### config.mk
export PLATFORM = sky130hd
export DESIGN_NAME = spi_fifo_master
export DESIGN_NICKNAME = d
export VERILOG_FILES = /design/src/rtl/spi_pkg.sv /design/src/rtl/spi_byte_fifo.sv /design/src/rtl/spi_shift_eng.sv /design/src/rtl/spi_fifo_master.sv
export SDC_FILE = /design/constraint.sdc
export NUM_CORES = 1
export LEC_CHECK = 0
export CAP_MARGIN = 30
export CORE_MARGIN = 1
export CORE_UTILIZATION = 57
export DETAILED_ROUTE_END_ITERATION = 6
export DONT_BUFFER_PORTS = 1
export PLACE_DENSITY = 0.75
export SLEW_MARGIN = 20
export SYNTH_ARGS = -nofsm -noshare
export SYNTH_HDL_FRONTEND = slang
export SYNTH_SLANG_ARGS = --single-unit
### constraint.sdc
create_clock -name clk_i -period 5 [get_ports clk_i]
set_clock_uncertainty 0.05 [all_clocks]
set_input_delay 0.5 -clock clk_i [delete_from_list [all_inputs] [get_ports clk_i]]
set_output_delay 0.5 -clock clk_i [all_outputs]
set_load 0.01 [all_outputs]
### src/rtl/spi_pkg.sv
package spi_pkg;
  localparam int AW = 5;
  localparam logic [2:0] IDX_CTRL = 3'd0;
  localparam logic [2:0] IDX_DATA = 3'd1;
  localparam logic [2:0] IDX_DIV  = 3'd2;
  localparam logic [2:0] IDX_LEN  = 3'd3;
  localparam logic [2:0] IDX_HOLD = 3'd4;
  localparam logic [2:0] IDX_DMA  = 3'd5;

  localparam int B_RUN   = 0;
  localparam int B_CLRRX = 1;
  localparam int B_CLRTX = 2;
  localparam int B_IED   = 3;
  localparam int B_IER   = 4;
  localparam int B_REN   = 5;

  localparam logic [31:0] DMA_RST = 32'h3020_1020;
  localparam logic [15:0] HALF_MAX = 16'h8000;

  typedef enum logic {ENG_IDLE, ENG_SHIFT} eng_state_e;
endpackage

### src/rtl/spi_byte_fifo.sv
module spi_byte_fifo #(
  parameter int DEPTH = 16,
  parameter int WIDTH = 8,
  localparam int CW = $clog2(DEPTH + 1),
  localparam int PW = (DEPTH > 1) ? $clog2(DEPTH) : 1
) (
  input  logic             clk_i,
  input  logic             rst_ni,
  input  logic             clr_i,
  input  logic             push_i,
  input  logic [WIDTH-1:0] data_i,
  input  logic             pop_i,
  output logic [WIDTH-1:0] data_o,
  output logic [CW-1:0]    cnt_o,
  output logic             full_o,
  output logic             empty_o
);
  logic [WIDTH-1:0] mem_q [DEPTH];
  logic [PW-1:0] wptr_q, rptr_q;
  logic [CW-1:0] cnt_q;
  logic do_push, do_pop;

  assign full_o  = (cnt_q == CW'(DEPTH));
  assign empty_o = (cnt_q == '0);
  assign cnt_o   = cnt_q;
  assign data_o  = mem_q[rptr_q];
  assign do_push = push_i && !full_o;
  assign do_pop  = pop_i && !empty_o;

  function automatic logic [PW-1:0] nxt(input logic [PW-1:0] p);
    return (p == PW'(DEPTH - 1)) ? '0 : p + PW'(1);
  endfunction

  always_ff @(posedge clk_i) begin
    if (do_push && !clr_i) mem_q[wptr_q] <= data_i;
  end

  always_ff @(posedge clk_i or negedge rst_ni) begin
    if (!rst_ni) begin
      wptr_q <= '0;
      rptr_q <= '0;
      cnt_q  <= '0;
    end else if (clr_i) begin
      wptr_q <= '0;
      rptr_q <= '0;
      cnt_q  <= '0;
    end else begin
      if (do_push) wptr_q <= nxt(wptr_q);
      if (do_pop)  rptr_q <= nxt(rptr_q);
      case ({do_push, do_pop})
        2'b10:   cnt_q <= cnt_q + CW'(1);
        2'b01:   cnt_q <= cnt_q - CW'(1);
        default: cnt_q <= cnt_q;
      endcase
    end
  end


  no_overflow_chk: assert property (@(posedge clk_i) disable iff (!rst_ni)
    (push_i && !clr_i) |-> !full_o);

  no_underflow_chk: assert property (@(posedge clk_i) disable iff (!rst_ni)
    (pop_i && !clr_i) |-> !empty_o);

  cnt_bound_chk: assert property (@(posedge clk_i) disable iff (!rst_ni)
    cnt_q <= CW'(DEPTH));
endmodule

### src/rtl/spi_shift_eng.sv
module spi_shift_eng
  import spi_pkg::*;
#(
  parameter int DIV_W = 16
) (
  input  logic             clk_i,
  input  logic             rst_ni,
  input  logic             en_i,
  input  logic [DIV_W-1:0] div_i,
  input  logic             tx_valid_i,
  input  logic [7:0]       tx_data_i,
  input  logic             rx_ready_i,
  output logic             tx_pop_o,
  output logic             rx_push_o,
  output logic [7:0]       rx_data_o,
  output logic             sclk_o,
  output logic             mosi_o,
  input  logic             miso_i
);
  eng_state_e state_q;
  logic [7:0] tsr_q, rsr_q;
  logic [2:0] bit_q;
  logic [DIV_W-1:0] hcnt_q, half;
  logic sclk_q, tick;

  always_comb begin
    if (div_i == '0)               half = DIV_W'(HALF_MAX);
    else if ((div_i >> 1) == '0)   half = DIV_W'(1);
    else                           half = div_i >> 1;
  end

  assign tick      = (state_q == ENG_SHIFT) && (hcnt_q == half - DIV_W'(1));
  assign tx_pop_o  = en_i && (state_q == ENG_IDLE) && tx_valid_i && rx_ready_i;
  assign rx_push_o = en_i && tick && sclk_q && (bit_q == 3'd7);
  assign rx_data_o = rsr_q;
  assign sclk_o    = sclk_q;
  assign mosi_o    = tsr_q[7];

  always_ff @(posedge clk_i or negedge rst_ni) begin
    if (!rst_ni) begin
      state_q <= ENG_IDLE;
      tsr_q   <= '0;
      rsr_q   <= '0;
      bit_q   <= '0;
      hcnt_q  <= '0;
      sclk_q  <= 1'b0;
    end else if (!en_i) begin
      state_q <= ENG_IDLE;
      hcnt_q  <= '0;
      sclk_q  <= 1'b0;
    end else if (state_q == ENG_IDLE) begin
      if (tx_pop_o) begin
        tsr_q   <= tx_data_i;
        bit_q   <= '0;
        hcnt_q  <= '0;
        state_q <= ENG_SHIFT;
      end
    end else if (!tick) begin
      hcnt_q <= hcnt_q + DIV_W'(1);
    end else begin
      hcnt_q <= '0;
      if (!sclk_q) begin
        sclk_q <= 1'b1;
        rsr_q  <= {rsr_q[6:0], miso_i};
      end else begin
        sclk_q <= 1'b0;
        if (bit_q == 3'd7) begin
          state_q <= ENG_IDLE;
        end else begin
          tsr_q <= {tsr_q[6:0], 1'b0};
          bit_q <= bit_q + 3'd1;
        end
      end
    end
  end


  idle_sclk_chk: assert property (@(posedge clk_i) disable iff (!rst_ni)
    (state_q == ENG_IDLE) |-> !sclk_q);

  mosi_hold_chk: assert property (@(posedge clk_i) disable iff (!rst_ni)
    $rose(sclk_q) |-> $stable(tsr_q[7]));

  half_range_chk: assert property (@(posedge clk_i) disable iff (!rst_ni)
    (state_q == ENG_SHIFT) |-> (hcnt_q < half));
endmodule

### src/rtl/spi_fifo_master.sv
module spi_fifo_master
  import spi_pkg::*;
#(
  parameter int FIFO_DEPTH = 16,
  localparam int CW = $clog2(FIFO_DEPTH + 1)
) (
  input  logic          clk_i,
  input  logic          rst_ni,
  input  logic          req_i,
  input  logic          we_i,
  input  logic [AW-1:0] addr_i,
  input  logic [31:0]   wdata_i,
  output logic [31:0]   rdata_o,
  output logic          irq_o,
  output logic          sclk_o,
  output logic          mosi_o,
  input  logic          miso_i,
  output logic          csn_o
);
  logic run_q, ied_q, ier_q, ren_q;
  logic [15:0] div_q, len_q;
  logic [3:0]  hold_q;
  logic [31:0] dma_q;

  logic [2:0] idx;
  logic wr, rd, wr_ctrl, wr_data, rd_data;
  logic clr_rx, clr_tx;
  logic tx_push, tx_pop, tx_full, tx_empty;
  logic rx_push, rx_pop, rx_full, rx_empty;
  logic [7:0] tx_head, rx_head, rx_byte;
  logic [CW-1:0] tx_cnt, rx_cnt;
  logic txd, rxd, rxf, rxr, done;
  logic [31:0] ctrl_rd;

  assign idx     = addr_i[4:2];
  assign wr      = req_i && we_i;
  assign rd      = req_i && !we_i;
  assign wr_ctrl = wr && (idx == IDX_CTRL);
  assign wr_data = wr && (idx == IDX_DATA);
  assign rd_data = rd && (idx == IDX_DATA);
  assign clr_rx  = wr_ctrl && wdata_i[B_CLRRX];
  assign clr_tx  = wr_ctrl && wdata_i[B_CLRTX];

  assign txd  = !tx_full;
  assign rxd  = !rx_empty;
  assign rxf  = rx_full;
  assign rxr  = run_q && (int'(rx_cnt) * 4 >= 3 * FIFO_DEPTH);
  assign done = run_q && tx_empty;

  assign tx_push = wr_data && run_q && txd;
  assign rx_pop  = rd_data && rxd;

  assign ctrl_rd = {19'b0, done, rxr, rxf, rxd, txd, 2'b0,
                    ren_q, ier_q, ied_q, 2'b0, run_q};
  assign irq_o = (ied_q && done) || (ier_q && rxr);
  assign csn_o = !run_q;

  always_ff @(posedge clk_i or negedge rst_ni) begin
    if (!rst_ni) begin
      run_q  <= 1'b0;
      ied_q  <= 1'b0;
      ier_q  <= 1'b0;
      ren_q  <= 1'b1;
      div_q  <= '0;
      len_q  <= '0;
      hold_q <= 4'd1;
      dma_q  <= DMA_RST;
    end else if (wr) begin
      case (idx)
        IDX_CTRL: begin
          run_q <= wdata_i[B_RUN];
          ied_q <= wdata_i[B_IED];
          ier_q <= wdata_i[B_IER];
          ren_q <= wdata_i[B_REN];
        end
        IDX_DIV:  div_q  <= wdata_i[15:0];
        IDX_LEN:  len_q  <= wdata_i[15:0];
        IDX_HOLD: hold_q <= wdata_i[3:0];
        IDX_DMA:  dma_q  <= wdata_i;
        default: ;
      endcase
    end
  end

  always_comb begin
    rdata_o = '0;
    if (rd) begin
      case (idx)
        IDX_CTRL: rdata_o = ctrl_rd;
        IDX_DATA: rdata_o = rxd ? {24'b0, rx_head} : '0;
        IDX_DIV:  rdata_o = {16'b0, div_q};
        IDX_LEN:  rdata_o = {16'b0, len_q};
        IDX_HOLD: rdata_o = {28'b0, hold_q};
        IDX_DMA:  rdata_o = dma_q;
        default:  rdata_o = '0;
      endcase
    end
  end

  spi_byte_fifo #(.DEPTH(FIFO_DEPTH), .WIDTH(8)) u_txq (
    .clk_i, .rst_ni, .clr_i(clr_tx), .push_i(tx_push), .data_i(wdata_i[7:0]),
    .pop_i(tx_pop), .data_o(tx_head), .cnt_o(tx_cnt), .full_o(tx_full),
    .empty_o(tx_empty));

  spi_byte_fifo #(.DEPTH(FIFO_DEPTH), .WIDTH(8)) u_rxq (
    .clk_i, .rst_ni, .clr_i(clr_rx), .push_i(rx_push), .data_i(rx_byte),
    .pop_i(rx_pop), .data_o(rx_head), .cnt_o(rx_cnt), .full_o(rx_full),
    .empty_o(rx_empty));

  spi_shift_eng #(.DIV_W(16)) u_eng (
    .clk_i, .rst_ni, .en_i(run_q), .div_i(div_q),
    .tx_valid_i(!tx_empty), .tx_data_i(tx_head), .rx_ready_i(!rx_full),
    .tx_pop_o(tx_pop), .rx_push_o(rx_push), .rx_data_o(rx_byte),
    .sclk_o, .mosi_o, .miso_i);


  irq_idle_chk: assert property (@(posedge clk_i) disable iff (!rst_ni)
    !run_q |-> !irq_o);

  ignore_wr_chk: assert property (@(posedge clk_i) disable iff (!rst_ni)
    (wr_data && !run_q) |=> (tx_cnt == $past(tx_cnt)));

  stall_chk: assert property (@(posedge clk_i) disable iff (!rst_ni)
    tx_pop |-> !rx_full);

  cs_idle_chk: assert property (@(posedge clk_i) disable iff (!rst_ni)
    csn_o |=> !rx_push);
endmodule

# Word-level counts from Yosys, hierarchy flattened
# Memory sizes are Yosys's and may differ from the RTL's.
# Index checks and enable logic that the tools add are counted.
totals:
  mem_count: 2
  inputBits: 42
  mem_bits_rw: 256
  word_cells: 164
  register_bits: 135
classes:
  n_reduce_logical: 56
  eq_ne: 23
  add_sub_neg: 11
  bitwise_logic: 2
  n_mux: 49
  magnitude_cmp: 1
memory_table:
  columns: ["name", "words", "width", "rd", "rd_ports_with_merged_regs", "wr", "line_no", "rtl"]
  rows:
  - ["u_rxq.mem_q", 16, 8, 1, 0, 1, "spi_byte_fifo.sv:18", "logic [WIDTH-1:0] mem_q [DEPTH];"]
  - ["u_txq.mem_q", 16, 8, 1, 0, 1, "spi_byte_fifo.sv:18", null]
op_table:
  columns: ["operator", "count"]
  rows:
  - ["$pmux W32 S6", 1]
  - ["$mux W16", 5]
  - ["$mux W4", 12]
  - ["$mux W8", 6]
  - ["$logic_not A16 Y1", 2]
  - ["$mux W32", 1]
  - ["$logic_and A1 B1 Y1", 27]
  - ["$pmux W5 S2", 2]
  - ["$add A16 B1 Y16 const B", 1]
  - ["$add A4 B1 Y4 const B", 4]
  - ["$eq A16 B16 Y1", 1]
  - ["$eq A4 B4 Y1 const B", 4]
  - ["$sub A16 B1 Y16 const B", 1]
  - ["$mux W15", 1]
  - ["$mux W3", 5]
  - ["$mux W1", 14]
  - ["$reduce_and A2 Y1", 6]
  - ["$add A5 B1 Y5 const B", 2]
  - ["$eq A5 B5 Y1 const B", 2]
  - ["$logic_not A5 Y1", 2]
  - ["$mux W5", 2]
  - ["$reduce_bool A2 Y1", 5]
  - ["$sub A5 B1 Y5 const B", 2]
  - ["$eq A3 B3 Y1 const B", 3]
  - ["other kinds (16)", 31]

# Longest topological paths before layout
# Gate-level depths: netlist (run 1).
logic_depth:
  depth_word: 13
  ltp_mapped: 21

# Modules after synthesis
# A second synthesis (run 1) with hierarchy kept.
unflattened:
  cells_unflattened: 1214
  area_unflattened_um2: 18177.4
by_module_without_submodules:
  columns: ["module", "n_inst", "seq_area_each_um2", "cells_per_inst", "area_per_inst_um2"]
  rows:
  - ["spi_byte_fifo", 2, 4169.0, 307, 5962.0]
  - ["spi_fifo_master", 1, 1810.5, 298, 3612.2]
  - ["spi_shift_eng", 1, 925.9, 302, 2641.3]

# Least setup slack after synthesis (run 1)
# OpenSTA, ideal clock, no wires.
synth_path:
  path_kind: "register to register"
  start: "register div_q[10]"
  end: "memory u_rxq.mem_q[15][0], enable pin"
  t_arrival_ps: 4501
  required_time_ps: 4555
  setup_ps: 395
  stages_incl_launch_ff: 15
  path_slack_ps: 54
  cell_sequence: "dfrtp_1 > buf_6 > nor4_1 > nand4_1 > o31a_1 > ha_1 > nor3b_1 > a211oi_1 > a41o_1 > nand4_1 > or4_4 > or4_4 > buf_6 > buf_2 > nor4_1"
synth_via:
  elab_chain_len: 13
synth_rtl:
  columns: ["item", "line_no", "rtl"]
  rows:
  - ["from (decl)", "spi_fifo_master.sv:21", "logic [15:0] div_q, len_q;"]
  - ["from (signal assigned)", "spi_fifo_master.sv:76", "IDX_DIV: div_q <= wdata_i[15:0];"]
  - ["$logic_not A16 Y1", "spi_shift_eng.sv:28", "else if ((div_i >> 1) == '0) half = DIV_W'(1);"]
  - ["$mux W15", "spi_shift_eng.sv:28", null]
  - ["$mux W16 (*)", "spi_shift_eng.sv:27", "if (div_i == '0) half = DIV_W'(HALF_MAX);"]
  - ["$sub A16 B1 Y16 (*)", "spi_shift_eng.sv:32", "assign tick = (state_q == ENG_SHIFT) && (hcnt_q == half - DIV_W'(1));"]
  - ["$eq A16 B16 Y1 (*)", "spi_shift_eng.sv:32", null]
  - ["$logic_and A1 B1 Y1 (*)", "spi_shift_eng.sv:32", null]
  - ["$logic_and A1 B1 Y1 (*) (3 in a row)", "spi_shift_eng.sv:34", "assign rx_push_o = en_i && tick && sclk_q && (bit_q == 3'd7);"]
  - ["$logic_and A1 B1 Y1 (*)", "spi_byte_fifo.sv:27", "assign do_push = push_i && !full_o;"]
  - ["$logic_and A1 B1 Y1 (*)", "spi_byte_fifo.sv:35", "if (do_push && !clr_i) mem_q[wptr_q] <= data_i;"]
  - ["$mux W1 (*)", "spi_byte_fifo.sv:35", null]
  - ["$mux W1 (implied by the code) (*)", "spi_byte_fifo.sv:35", null]
  - ["to (decl)", "spi_byte_fifo.sv:18", null]
# Mark *: on every way between the ends. The rest lies on a longest branch, timed or not.

# Worst setup path in the final report (run 1)
layout_path:
  start: "register div_q[6]"
  end: "memory u_rxq.mem_q[11][5], enable pin"
# Same word-level chain as after synthesis.

==> flow_summary_export.csv, run 1 <==
group,metric,value,unit
outcome,status,"complete, no violations",
pwr,p_total,9037,uW
die,die_h,176.3,um
synth,ys.flop_type,"edfxtp_1",
clocking,clk_pin_slew,0.06,ns
worst_hold_path,min_from,"wdata_i[5]",
drt,drc,0,
synth,synthCells,1119,
global_routing,antenna_found_initial,1,
die,die_area,31090,um^2
clocking,tritoncts,"done",
die,core,29800,um^2
sta,slew_viol_final,0,
drt,wl_met1,15.43,mm
pwr,peakVddDrop,0.0003998,V
drt,routed_via_density,6.295,
die,num_rows,63,
die,boundaryPins,78,
pwr,leakage,0.006949,uW
finish,drive_gt1_frac,0.2643,
setup_path,cp-end-kind,"flop",
finish,final_cell_area,19290,um^2
setup_path,required,5.16,ns
clocking,clk-insertion-delay-late,0.55,ns
sta,tns,0,ns
drt,drt_iter0_drc,1005,
global_routing,grt-ovfl-total,0,
setup_path,critPathLaunchType,"flop",
sta,setup_viol,0,
synth,ys_ff_latch,391,
placed_design,gp_congestion,0.8393,
setup_path,reg2reg_to,"u_rxq.mem_q[11][5]$_DFFE_PP_",
setup_path,r2r_start,"div_q[6]$_DFFE_PN0P_",
die,die_w,176.3,um
synth,yosysUniqueCellTypes,62,
sta,tightestPinTransition,0.8927,ns
worst_hold_path,hold_depth,0,
setup_path,path_class,"reg -> reg",
global_routing,grt_max_degree,136,
sta,hold_viol,0,
flow_run,drv_cap,0,
clocking,cts_root_buf,"clkbuf_16",
placed_design,dp_hpwl,23.88,mm
clocking,cts_htree_levels,2,
synth,syn-num-nets,1183,
sta,fmax,213.9,MHz
die,start_util,0.5813,
clocking,numCtsBuffers,39,
setup_path,r2r_slack,0.33,ns
clocking,cts_sinks,391,
finish,num_antenna_cells,0,
synth,synth-seq-area-share,0.6394,
synth,synth_edf_count,256,
sta,maxSlewHeadroom,0.3994,
placed_design,io_buffer_count,0,
placed_design,dpl-instance-area,17810,um^2
drt,routed_wirelength,37.49,mm
worst_hold_path,hold_path.class,"in -> reg",
pwr,pwr_density_cell,468.5,nW/um^2
finish,syn_to_final_growth,11.38,%
drt,drtAntennaViolNets,0,
sta,finalCritPeriodShare,0.9348,
synth,synth_area,17320,um^2
drt,vias,9814,
setup_path,r2r_cells,14,
sta,fin_crit,4.674,ns
synth,yosys_warnings,0,
synth,syn_area_per_cell,15.48,um^2
setup_path,worstPathMaxFanout,10,
finish,nNetsFinal,1202,
global_routing,grt_pass1_wl,57.41,mm
drt,dr_wl_met3,2.223,mm
worst_hold_path,min_to,"u_txq.mem_q[3][5]$_DFFE_PP_",
clocking,clock_path_buffers,3,
drt,highest_layer,"met4",
synth,async_flop_share,0.3453,
drt,wl_met2,19.03,mm
setup_path,crit_arrival,4.84,ns
drt,avgRoutedWirePerCell,24.05,um
global_routing,grt_use_total,0.2463,
global_routing,first_global_vias,9745,
drt,first_pass_iters,6,
==> repair_timing <==
| item | CTS | global route |
|---|---|---|
| setup buffers | 0 | 2 |
| resized for setup | 0 | 18 |
| hold endpoints to repair | 143 | 7 |
| hold buffers | 6 | 2 |
| endpoints found under the setup margin | 0 | 90 |
==> worst max-delay path: stages, from the launching register on <==
cell	delay (ns)
dfrtp_1	0.46
nor4_4	0.31
nand4_1	0.17
o31a_1	0.29
ha_1	0.23
nor3b_1	0.20
a211oi_1	0.23
a41o_1	0.14
nand4_1	0.09
or4_4	0.57
or4_4	0.60
buf_4	0.19
buf_4	0.17
nor4b_2	0.32
and2_2	0.35
==> registers in the layout (all words and copies together) (netlist names), 3 cells and up <==
name             cells
div_q               16
u_rxq.rptr_q         4
u_txq.wptr_q         4
u_eng.hcnt_q        16
u_eng.rx_data_o      8
u_txq.mem_q        128
u_txq.rptr_q         4
dma_q               32
hold_q               4
u_rxq.mem_q        128
u_rxq.cnt_o          5
u_eng.tsr_q          8
u_txq.cnt_o          5
len_q               16
u_eng.bit_q          3
u_rxq.wptr_q         4
==> cells in the final DEF (no fill, tap or decap), types with 4 or more instances in the layout <==
cell type      synthesis  routed
nor2b_1               10      10
nand2b_1              17      17
o21ai_0               16      15
o211a_1                4       4
dfrtp_2                0       4
nor2_1                63      62
a31oi_1               14      14
and2_1                38      27
buf_4                  0      30
nor4_1                10       9
dlygate4sd3_1          0       7
xnor2_1               15      15
a22oi_1                5       5
or3_1                  7       7
mux2i_1               18      18
and2_2                 0      11
a222oi_1               4       4
nand4_1                7       7
dfstp_2                7       7
clkbuf_1              51      12
a22o_1                10      10
xor2_1                13      13
a21oi_1               48      47
nand2_1               55      54
and3_1                11      11
mux2_2               100     100
mux4_2                80      80
a21o_1                 6       6
nor3_1                17      16
a221oi_1               6       6
clkbuf_16              0      40
clkinv_2               0       5
nand3_1               13      13
dfrtp_1              128     124
bufinv_16              0       4
inv_1                 15      15
edfxtp_1             256     256
ha_1                  20      20
==> stage by stage <==
| stage | hold slack, ns | setup WS [ns] | instances | utilization |
|---|---|---|---|---|
| final | 0.02020 | 0.3258 | 1559 | 0.6474 |
| after global routing | 0.0005823 | -0.006061 | 1559 | 0.6474 |
| after CTS | 0.00009448 | 0.1141 | 1554 | 0.6437 |
| after detailed placement | 0.1568 | 0.09699 | 1476 | 0.5977 |
| after global placement | 0.1573 | 0.2301 | 1475 | 0.5973 |
| after floorplan | 0.1544 | 0.05400 | 1119 | - |
==> layout make-up <==
| class | count | area [um^2] |
|---|---|---|
| Inverter | 15 | 56.30 |
| Tap cell | 390 | 488.0 |
| Clock inverter | 17 | 205.2 |
| Timing Repair Buffer | 41 | 381.6 |
| Sequential cell | 391 | 11080 |
| Clock buffer | 55 | 1087 |
| Fill cell | 2077 | 10510 |
| Multi-Input combinational cell | 650 | 5992 |
==> synthesized netlist by cell type, types with 17 or more instances <==
| library cell | n | share of area |
|---|---|---|
| a21oi_1 | 48 | 0.014 |
| mux2_2 | 100 | 0.065 |
| nor3_1 | 17 | 0.0049 |
| mux4_2 | 80 | 0.10 |
| nor2_1 | 63 | 0.014 |
| ha_1 | 20 | 0.014 |
| nand2_1 | 55 | 0.012 |
| clkbuf_1 | 51 | 0.011 |
| nand2b_1 | 17 | 0.0061 |
| mux2i_1 | 18 | 0.010 |
| and2_1 | 38 | 0.014 |
| dfrtp_1 | 128 | 0.18 |
| edfxtp_1 | 256 | 0.44 |
==> routing by layer <==
metal | track usage | up-vias
li1 | - | 4349
met1 | 0.3354 | 5085
met2 | 0.4104 | 316
met3 | 0.04134 | 64
met4 | 0.07174 | 0
met5 | 0 | -
==> power by group <==
part / leakage, uW / switching, uW / internal, uW / total, uW
clock network: 0.000625 / 1220 / 1740 / 2950
logic: 0.00233 / 863 / 1060 / 1920
registers: 0.00399 / 432 / 3730 / 4160
==> worst max path at each step <==
stage                           from                           end  slack [ns]  cells after the start
2_1_floorplan  div_q[10]$_DFFE_PN0P_  u_rxq.mem_q[15][0]$_DFFE_PP_        0.05                     14
3_3_place_gp   div_q[12]$_DFFE_PN0P_    u_rxq.cnt_o[4]$_DFFE_PN0P_        0.23                     19
3_5_place_dp    div_q[1]$_DFFE_PN0P_    u_rxq.cnt_o[4]$_DFFE_PN0P_         0.1                     18
4_1_cts         div_q[1]$_DFFE_PN0P_    u_rxq.cnt_o[4]$_DFFE_PN0P_        0.11                     18
5_1_grt        div_q[10]$_DFFE_PN0P_    u_rxq.cnt_o[4]$_DFFE_PN0P_      -0.006                     19
6_report        div_q[6]$_DFFE_PN0P_  u_rxq.mem_q[11][5]$_DFFE_PP_        0.33                     14
==> logic make-up after synthesis <==
logic type | share of synthesized area
flip-flops | 0.6394
AND/OR/NAND/NOR | 0.08344
multiplexers | 0.1795
AO/OA/AOI/OAI | 0.04884
buffers and inverters | 0.01792
XOR/XNOR | 0.01416
adder cells (fa/ha/maj) | 0.01676
Note: power is estimated with default switching activity, not from simulation.
==> run 2: changes to the inputs <==
Settings changed: ABC_CLOCK_PERIOD_IN_PS set to 5700, CORE_UTILIZATION 57 to 60, PLACE_DENSITY 0.75 to 0.76, TNS_END_PERCENT set to 50.
Clock period 5 ns to 5.7 ns, I/O delays scaled along.
==> run 2 against run 1 <==
Effect of this change:
- final cell count is 2.0% lower
- global-route usage is 1.6 points higher
- first-iteration DRC count is 14% lower
- sequential cell count stayed put
- sequential share of layout area is 0.72 points higher
- count of clock-buffer cells in the layout is 3 higher
- largest power group unchanged
==> flow_summary_export.csv, run 2 (synthesis gave the netlist of run 1 again) <==
group,metric,value,unit
global_routing,grt_pass1_wl,57.21,mm
setup_path,path_buf_inv,1,
finish,final_cell_area,19050,um^2
sta,maxSlewHeadroom,0.3810,
die,boundaryPins,78,
sta,slew_viol_final,0,
pwr,clkPwrFrac,0.330,
setup_path,cp-end-kind,"flop",
drt,routed_wirelength,37.29,mm
global_routing,grt_use_total,0.2625,
setup_path,crit_arrival,5.75,ns
placed_design,dp_slack,0.2984,ns
die,die_area,29550,um^2
die,num_rows,61,
global_routing,first_global_vias,9667,
pwr,p_seq_frac,0.457,
sta,hold_viol,0,
die,die_w,171.9,um
setup_path,worstPathMaxFanout,16,
sta,finalCritPeriodShare,0.9355,
clocking,clk_pin_slew,0.07,ns
setup_path,path_delay_family,"simple AND/OR/NAND/NOR gates",
die,start_util,0.6166,
placed_design,dp_hpwl,23.82,mm
sta,tightestPinTransition,0.9201,ns
worst_hold_path,hold_path.class,"in -> reg",
finish,most-common-layout-cells,"edfxtp_1, dfrtp_1, mux2_2",
finish,drive_gt1_frac,0.2426,
outcome,status,"complete, no violations",
setup_path,path_class,"reg -> reg",
drt,routed_via_density,6.385,
pwr,peakVddDrop,0.0003534,V
pwr,internal-power,5670,uW
pwr,p_comb_frac,0.213,
sta,timing.final.ws_setup,0.3678,ns
global_routing,grt-ovfl-total,0,
die,die_h,171.9,um
sta,fmax,187.5,MHz
setup_path,crit_slowest_cell,"or4_4",
setup_path,critPathLaunchType,"flop",
clocking,tritoncts,"done",
sta,fin_crit,5.332,ns
global_routing,antenna_found_initial,0,
finish,final_common_cell,"edfxtp_1",
placed_design,dpl-instance-area,17680,um^2
pwr,leakage,0.006839,uW
setup_path,cp_slowest_stage_delay,0.70,ns
clocking,clk-insertion-delay-late,0.54,ns
sta,tns,0,ns
flow_run,drv_cap,0,
finish,nNetsFinal,1182,
drt,avgRoutedWirePerCell,24.40,um
clocking,numCtsBuffers,40,
setup_path,required,6.12,ns
finish,num_antenna_cells,0,
drt,first_pass_iters,5,
pwr,pwr_density_cell,412.3,nW/um^2
drt,drtAntennaViolNets,0,
placed_design,io_buffer_count,0,
global_routing,grt_max_degree,136,
pwr,switching_share,0.2779,
sta,setup_viol,0,
pwr,p_switching,2183,uW
sta,rsz0062_at_grt,"false",
clocking,cts_htree_levels,2,
setup_path,path_cells,"nor4_2 -> nand4_1 -> o31a_1 -> ha_1 -> nor3b_1 -> a211oi_1 -> a41o_1 -> nand4_1 -> or4_4 -> or4_4 -> nand2_1 -> inv_1 -> ha_1 -> nor2b_1 -> o21ai_0 -> a21oi_1 -> mux2i_1 -> mux2i_1",
drt,drt_iter0_drc,866,
finish,largest_registers,"u_rxq.mem_q (128), u_txq.mem_q (128), dma_q (32)",
clocking,cts_sinks,391,
drt,vias,9756,
clocking,clock_path_buffers,3,
finish,final_core_util,0.6782,
placed_design,gp_congestion,0.8893,
finish,syn_to_final_growth,9.984,%
die,core,28090,um^2
drt,drc,0,
clocking,cts_root_buf,"clkbuf_16",
[run 2: cell types whose count changed in the layout (fill, tap and decap cells not counted), sizes merged]
cell / previous run / this run
clkinv: 10 / 12
bufinv: 4 / 3
dlygate4sd3: 7 / 1
clkbuf: 55 / 59
clkinvlp: 2 / 1
buf: 34 / 18
inv: 16 / 15
[run 2: power groups by stage]
stage | combinational, uW | sequential [uW] | clock [uW]
2_1_floorplan | 1410 | 3460 | 0
3_3_place_gp | 1600 | 3630 | 0
3_5_place_dp | 1640 | 3640 | 0
4_1_cts | 1680 | 3590 | 2630
5_1_grt | 1820 | 3630 | 2730
6_report | 1680 | 3590 | 2590
[run 2: stage by stage]
step,hold slack [ns],std cells,total power (uW)
after global placement,0.2272,1450,5225
after global routing,0.06082,1528,8181
final,0.07871,1528,7853
after detailed placement,0.2272,1451,5280
after floorplan,0.2244,1119,4865
after CTS,0.05980,1527,7894
[run 2: layer usage]
layer,vias to the layer above,routed length (um),GRT usage
met5,-,0,0
met1,5060,15290,0.3552
met2,314,19200,0.4476
met4,0,909,0.07811
met3,67,1886,0.03433
li1,4315,-,-
[run 2: worst register-to-register path, cell delays in order (launching register included)]
cell and delay (ns):
dfrtp_1 0.49, nor4_2 0.43, nand4_1 0.29, o31a_1 0.34, ha_1 0.24, nor3b_1 0.20
a211oi_1 0.26, a41o_1 0.16, nand4_1 0.09, or4_4 0.58, or4_4 0.70, nand2_1 0.17
inv_1 0.09, ha_1 0.32, nor2b_1 0.14, o21ai_0 0.23, a21oi_1 0.11, mux2i_1 0.18
mux2i_1 0.19
[run 2: timing repair]
item                                   4_1_cts  5_1_grt
hold buffers                                 2        0
resized for setup                            0        3
endpoints found under the hold margin      135        0
setup endpoints to repair                    0       25
buffers inserted                             0        0
[run 2: cell type report]
class                           instances  area, um^2
Clock inverter                         16       167.7
Tap cell                              378       473.0
Inverter                               15       56.30
Fill cell                            1879        9039
Timing Repair Buffer                   20       176.4
Sequential cell                       391       11080
Clock buffer                           58        1131
Multi-Input combinational cell        650        5967
[run 2: final timing paths]
check | startpoint | endpoint | slack, ns | cells past startpoint
setup / recovery | div_q[10]$_DFFE_PN0P_ | u_rxq.cnt_o[4]$_DFFE_PN0P_ | 0.37 | 18
hold / removal | wdata_i[3] | u_txq.mem_q[8][3]$_DFFE_PP_ | 0.08 | 0
setup reg to reg | div_q[10]$_DFFE_PN0P_ | u_rxq.cnt_o[4]$_DFFE_PN0P_ | 0.37 | 18
hold reg to reg | dma_q[18]$_DFFE_PN0P_ | dma_q[18]$_DFFE_PN0P_ | 0.45 | 1
max in group asynchronous | rst_ni | u_rxq.rptr_q[0]$_DFFE_PN0P_ | 4.38 | 2
min in group asynchronous | rst_ni | u_eng.tsr_q[7]$_DFFE_PN0P_ | 0.60 | 2
